--- config.mk ---
export PLATFORM = sky130hd
export DESIGN_NAME = rbr_sd_addsub
export DESIGN_NICKNAME = d
export VERILOG_FILES = /design/src/rtl/rbr_pkg.sv /design/src/rtl/rbr_negate.sv /design/src/rtl/rbr_transfer_cell.sv /design/src/rtl/rbr_combine_cell.sv /design/src/rtl/rbr_sd_addsub.sv
export SDC_FILE = /design/constraint.sdc
export NUM_CORES = 1
export LEC_CHECK = 0
export BUFFER_PORTS_ARGS = -buffer_cell sky130_fd_sc_hd__buf_2
export CAP_MARGIN = 40
export CELL_PAD_IN_SITES_DETAIL_PLACEMENT = 2
export CELL_PAD_IN_SITES_GLOBAL_PLACEMENT = 2
export CORE_MARGIN = 8
export CORE_UTILIZATION = 34
export DETAILED_ROUTE_END_ITERATION = 10
export PLACE_DENSITY = 0.89
export SLEW_MARGIN = 20
export SYNTH_ARGS = -nofsm -noshare
export SYNTH_HDL_FRONTEND = slang
export SYNTH_HIERARCHICAL = 1
export SYNTH_SLANG_ARGS = --single-unit
--- constraint.sdc ---
create_clock -name vclk -period 4.75
set_input_delay 0 -clock vclk [all_inputs]
set_output_delay 0 -clock vclk [all_outputs]
set_load 0.05 [all_outputs]
--- src/rtl/rbr_pkg.sv ---
package rbr_pkg;

   typedef logic        [1:0] digit_t;
   typedef logic signed [1:0] tri_t;

   localparam digit_t DG_NEG  = 2'b00;
   localparam digit_t DG_ZERO = 2'b01;
   localparam digit_t DG_POS  = 2'b11;

   function automatic tri_t dg_value(input digit_t d);
      case (d)
         2'b00:   return -2'sd1;
         2'b11:   return  2'sd1;
         default: return  2'sd0;
      endcase
   endfunction

   function automatic digit_t dg_encode(input tri_t v);
      case (v)
         -2'sd1:  return DG_NEG;
          2'sd1:  return DG_POS;
         default: return DG_ZERO;
      endcase
   endfunction

   function automatic logic dg_nonneg(input digit_t d);
      return d != DG_NEG;
   endfunction

endpackage

--- src/rtl/rbr_negate.sv ---
module rbr_negate
   import rbr_pkg::*;
#(
   parameter int N_DIGITS = 8,
   localparam int W = 2 * N_DIGITS
) (
   input  logic [W-1:0] din,
   input  logic         invert,
   output logic [W-1:0] dout
);
   for (genvar k = 0; k < N_DIGITS; k++) begin : g_dig
      digit_t d;
      assign d = din[2*k +: 2];
      assign dout[2*k +: 2] = invert ? ~d : d;
   end
endmodule

--- src/rtl/rbr_transfer_cell.sv ---
module rbr_transfer_cell
   import rbr_pkg::*;
#(
   parameter bit HAS_LOWER = 1'b1
) (
   input  digit_t dig_a,
   input  digit_t dig_b,
   input  digit_t low_a,
   input  digit_t low_b,
   output tri_t   xfer,
   output tri_t   interim
);
   logic signed [2:0] s;
   logic              low_nn;

   assign s = 3'(signed'(dg_value(dig_a))) + 3'(signed'(dg_value(dig_b)));

   if (HAS_LOWER) begin : g_low
      assign low_nn = dg_nonneg(low_a) && dg_nonneg(low_b);
   end else begin : g_base
      logic unused_low;
      assign unused_low = ^{low_a, low_b};
      assign low_nn = 1'b1;
   end

   always_comb begin
      xfer    = 2'sd0;
      interim = 2'sd0;
      case (s)
         3'sd2:  begin xfer =  2'sd1; interim = 2'sd0; end
         -3'sd2: begin xfer = -2'sd1; interim = 2'sd0; end
         3'sd1: begin
            if (low_nn) begin xfer = 2'sd1; interim = -2'sd1; end
            else        begin xfer = 2'sd0; interim =  2'sd1; end
         end
         -3'sd1: begin
            if (low_nn) begin xfer =  2'sd0; interim = -2'sd1; end
            else        begin xfer = -2'sd1; interim =  2'sd1; end
         end
         default: begin xfer = 2'sd0; interim = 2'sd0; end
      endcase
   end
endmodule

--- src/rtl/rbr_combine_cell.sv ---
module rbr_combine_cell
   import rbr_pkg::*;
(
   input  tri_t   interim,
   input  tri_t   xfer_in,
   output digit_t dig_out
);
   logic signed [2:0] f;
   assign f = {interim[1], interim} + {xfer_in[1], xfer_in};
   assign dig_out = dg_encode(f[1:0]);
endmodule

--- src/rtl/rbr_sd_addsub.sv ---
module rbr_sd_addsub
   import rbr_pkg::*;
#(
   parameter int N_DIGITS = 8,
   localparam int W_IN  = 2 * N_DIGITS,
   localparam int W_OUT = 2 * (N_DIGITS + 1)
) (
   input  logic [W_IN-1:0]  op_a,
   input  logic [W_IN-1:0]  op_b,
   input  logic             sub_en,
   output logic [W_OUT-1:0] sum
);
   if (N_DIGITS < 1) begin : g_bad_width
      $fatal(1, "rbr_sd_addsub: N_DIGITS must be at least 1");
   end

   logic [W_IN-1:0] b_eff;
   tri_t            xfer    [N_DIGITS];
   tri_t            interim [N_DIGITS];

   rbr_negate #(.N_DIGITS(N_DIGITS)) u_neg (
      .din(op_b), .invert(sub_en), .dout(b_eff)
   );

   for (genvar k = 0; k < N_DIGITS; k++) begin : g_pos
      digit_t la, lb;
      tri_t   tin;
      digit_t res;

      if (k == 0) begin : g_first
         assign la  = DG_ZERO;
         assign lb  = DG_ZERO;
         assign tin = 2'sd0;
      end else begin : g_rest
         assign la  = op_a[2*(k-1) +: 2];
         assign lb  = b_eff[2*(k-1) +: 2];
         assign tin = xfer[k-1];
      end

      rbr_transfer_cell #(.HAS_LOWER(k != 0)) u_xfer (
         .dig_a(op_a[2*k +: 2]), .dig_b(b_eff[2*k +: 2]),
         .low_a(la), .low_b(lb),
         .xfer(xfer[k]), .interim(interim[k])
      );

      rbr_combine_cell u_comb (
         .interim(interim[k]), .xfer_in(tin), .dig_out(res)
      );

      assign sum[2*k +: 2] = res;
   end

   assign sum[W_OUT-1 -: 2] = dg_encode(xfer[N_DIGITS-1]);
endmodule

# After elaboration in Yosys (flattened, before gate mapping)
# Index checks and enable logic that the tools add are counted.
[classes]
add_sub_neg = 15
n_eq_ne = 66
muxes = 70
n_bitwise = 8
reduce_logical = 46
[ops]
columns = ["cell", "n"]
rows = [
  ["$pmux W2 S2", 26],
  ["$mux W2", 30],
  ["$pmux W2 S4", 7],
  ["$eq A2 B2 Y1 const B", 25],
  ["$eq A3 B3 Y1 const B", 16],
  ["$logic_not A2 Y1", 16],
  ["$reduce_bool A2 Y1", 14],
  ["$add A2 B2 Y3", 8],
  ["$eq A3 B1 Y1 const B", 8],
  ["$eq A3 B2 Y1 const B", 8],
  ["$eq A2 B1 Y1 const B", 9],
  ["$reduce_or A2 Y1", 9],
  ["$not A2 Y2", 8],
  ["$add A2 B2 Y2", 7],
  ["$logic_and A1 B1 Y1", 7],
  ["$mux W1", 7],
]
[totals]
regBits = 0
inputBits = 33
out_inout_bits = 18
wordCells = 205

# Logic depth before layout (Yosys ltp)
[depth]
depth_word = 11
depth_mapped = 13

# Modules after synthesis
# Netlist, hierarchy kept.
[modules_own_cells]
columns = ["mod", "instances", "cells_per_inst", "area_each_um2"]
rows = [
  ["rbr_transfer_cell (g_pos[2].u_xfer ...)", 6, 21, 153.9],
  ["rbr_combine_cell", 8, 6, 52.6],
  ["rbr_negate", 1, 18, 171.4],
  ["rbr_transfer_cell (g_pos[1].u_xfer)", 1, 21, 155.1],
  ["rbr_transfer_cell (g_pos[0].u_xfer)", 1, 19, 131.4],
  ["rbr_sd_addsub", 1, 4, 25.0],
]

# Worst setup path before layout
# Ideal clock, no wire load.
[synth_timing]
path_type = "input port to output port"
startpoint = "input sub_en"
endpoint = "output sum[3]"
arrival_time_ps = 3006
required_ps = 4750
path_slack_ps = 1744
path_stages = 13
path_buffers = 2
cell_sequence = "buf_6 -> buf_12 -> xor2_1 -> inv_1 -> ha_1 -> inv_1 -> ha_1 -> fa_1 -> nor2b_1 -> o21a_1 -> and2_2 -> xnor2_1 -> mux2i_1"
[synth_lines]
columns = ["element", "line", "source"]
rows = [
  ["start: declaration", "rbr_sd_addsub.sv:10", "input logic sub_en,"],
  ["end: declaration", "rbr_sd_addsub.sv:11", "output logic [W_OUT-1:0] sum"],
]

==> impl_metrics.toml <==
[timing]
hold_violations = 0
finalSetupTns_ps = 0
rsz0062_at_grt = "no"
fmax_ghz = 0.3291
fin_crit_sh_pct = 63.97
setup_viol = 0
maxSlewViolCount = 0
fin_crit_ps = 3039

[job]
max-cap-violations = 0

[grt]
grtUsageTotal_pct = 12.54
antenna_found_initial = 0
gr-total-overflow = 0
grt_pass1_vias = 1916
grt_max_degree = 17
grt_pass1_wl_mm = 8.211

[hold_path]
hold_depth = 6
min-delay-start = "op_a[2]"
hp-class = "primary input to primary output"
hold_end = "sum[5]"

[yosys]
avgSynthCellArea_um2 = 7.757
synthesis.area_um2 = 1823
yosys_warnings = 6
syn_inst = 235

[floorplan]
die_area_um2 = 7961
io_pins = 51
initial_utilization_pct = 35.47
core_area_um2 = 5140
die_w_um = 89.23
rows = 26
die_y_um = 89.23

[setup_path]
crit_path_end_kind = "primary output"
cp.arrival_ps = 3040
crit_required_ps = 4750
path_buf_inv = 4
crit_start = "sub_en"
path_cells = "buf_2, xor2_1, inv_1, ha_1, inv_1, ha_1, fa_1, nor2b_1, o21a_1, and2_1, xnor2_1, mux2_2, buf_2"
path_class = "primary input to primary output"
slowest_delay_ps = 480
crit_family = "adder cells"
critPathMaxFanout = 16
startpoint_type = "primary input"
cpMaxStageDelayCell = "fa_1"

[place]
place_hpwl_mm = 4.608
place_congestion = 0.7164
io_buffers = 51

[cells_and_area]
final.clkbuf_count = 0
utilization_pct = 41.46
final_nets = 359
drive_gt1_share_pct = 26.41
multi_input_area_um2 = 1544
fill_cells = 634
syn_to_final_growth_pct = 16.88
n_antenna_cell = 0
seq_cell_count = 0
seq_area_um2 = 0

[routing]
first_iter_violations = 16
drt-wirelength-per-cell_um = 13.46
vias_per_cell = 4.678
wl_mm = 4.764
final_antenna_net_count = 0
drtPass1Iterations = 4
vias = 1656
drc_errors = 0

[power_and_ir_drop]
p_per_area_nw_per_um2 = 435.1
ir_worst_vdd_mv = 0.2499
power.leakage_nw = 1.223
power_mw = 0.9271

[run_status]
run_status = "finished, final reports clean"

[clock_network]
post_cts_buffers = 0
postCtsHoldBufs = 0
cts_resized = 0
-- per-stage QoR --
step           instances  hold slack (ps)  cell area [µm²]  setup WS, ps
2_1_floorplan        236            544.2             1827          1744
3_3_place_gp         354            789.3             2131          1797
3_5_place_dp         354            837.5             2131          1674
4_1_cts              354            840.8             2131          1664
5_1_grt              354            893.9             2131          1500
6_report             354            831.1             2131          1711
-- final cells by class --
class                           count  area share (%)
Multi-Input combinational cell    168           72.46
Tap cell                           70           4.110
Timing Repair Buffer               51           11.98
Inverter                           65           11.45
-- metal layers --
layer	GRT usage (%)	up-vias	share of wire, %
li1	-	830	-
met1	13.00	791	40
met2	27.14	33	55
met3	0.6434	2	3.9
met4	0.7553	0	0.65
met5	0	-	0
-- placed cells by master (no fill, tap or decap) --
master,count
conb_1,2
xnor2_1,8
o21a_1,7
nor2b_1,14
nand2b_1,8
fa_1,8
and2_4,7
xor2_1,17
o21ai_0,8
inv_1,65
and2_2,1
nor2b_4,1
nor3_1,1
and2_1,7
nand3b_1,1
nand2_1,9
o22a_1,7
and2b_2,7
ha_1,32
a22o_1,7
mux2_2,8
buf_2,51
mux2i_1,8
-- how the worst max path moves through the flow --
stage	end	slack, ps	cells after the start
after floorplan	sum[3]	1740	13
after global placement	sum[8]	1800	13
after detailed placement	sum[10]	1670	13
after CTS	sum[10]	1660	13
after global routing	sum[10]	1500	13
final	sum[10]	1710	13
-- tightest hold or removal path, stage by stage --
cell     delay, ps
buf_2           90
o22a_1         150
and2_1         150
xnor2_1        100
mux2i_1        130
buf_2          210
-- power breakdown --
group          leakage, nW  total (mW)  switching, mW  internal, mW
clock network            0           0              0             0
logic                 1.22       0.927          0.598         0.330
registers                0           0              0             0
Note: power is estimated with default switching activity, not from simulation.
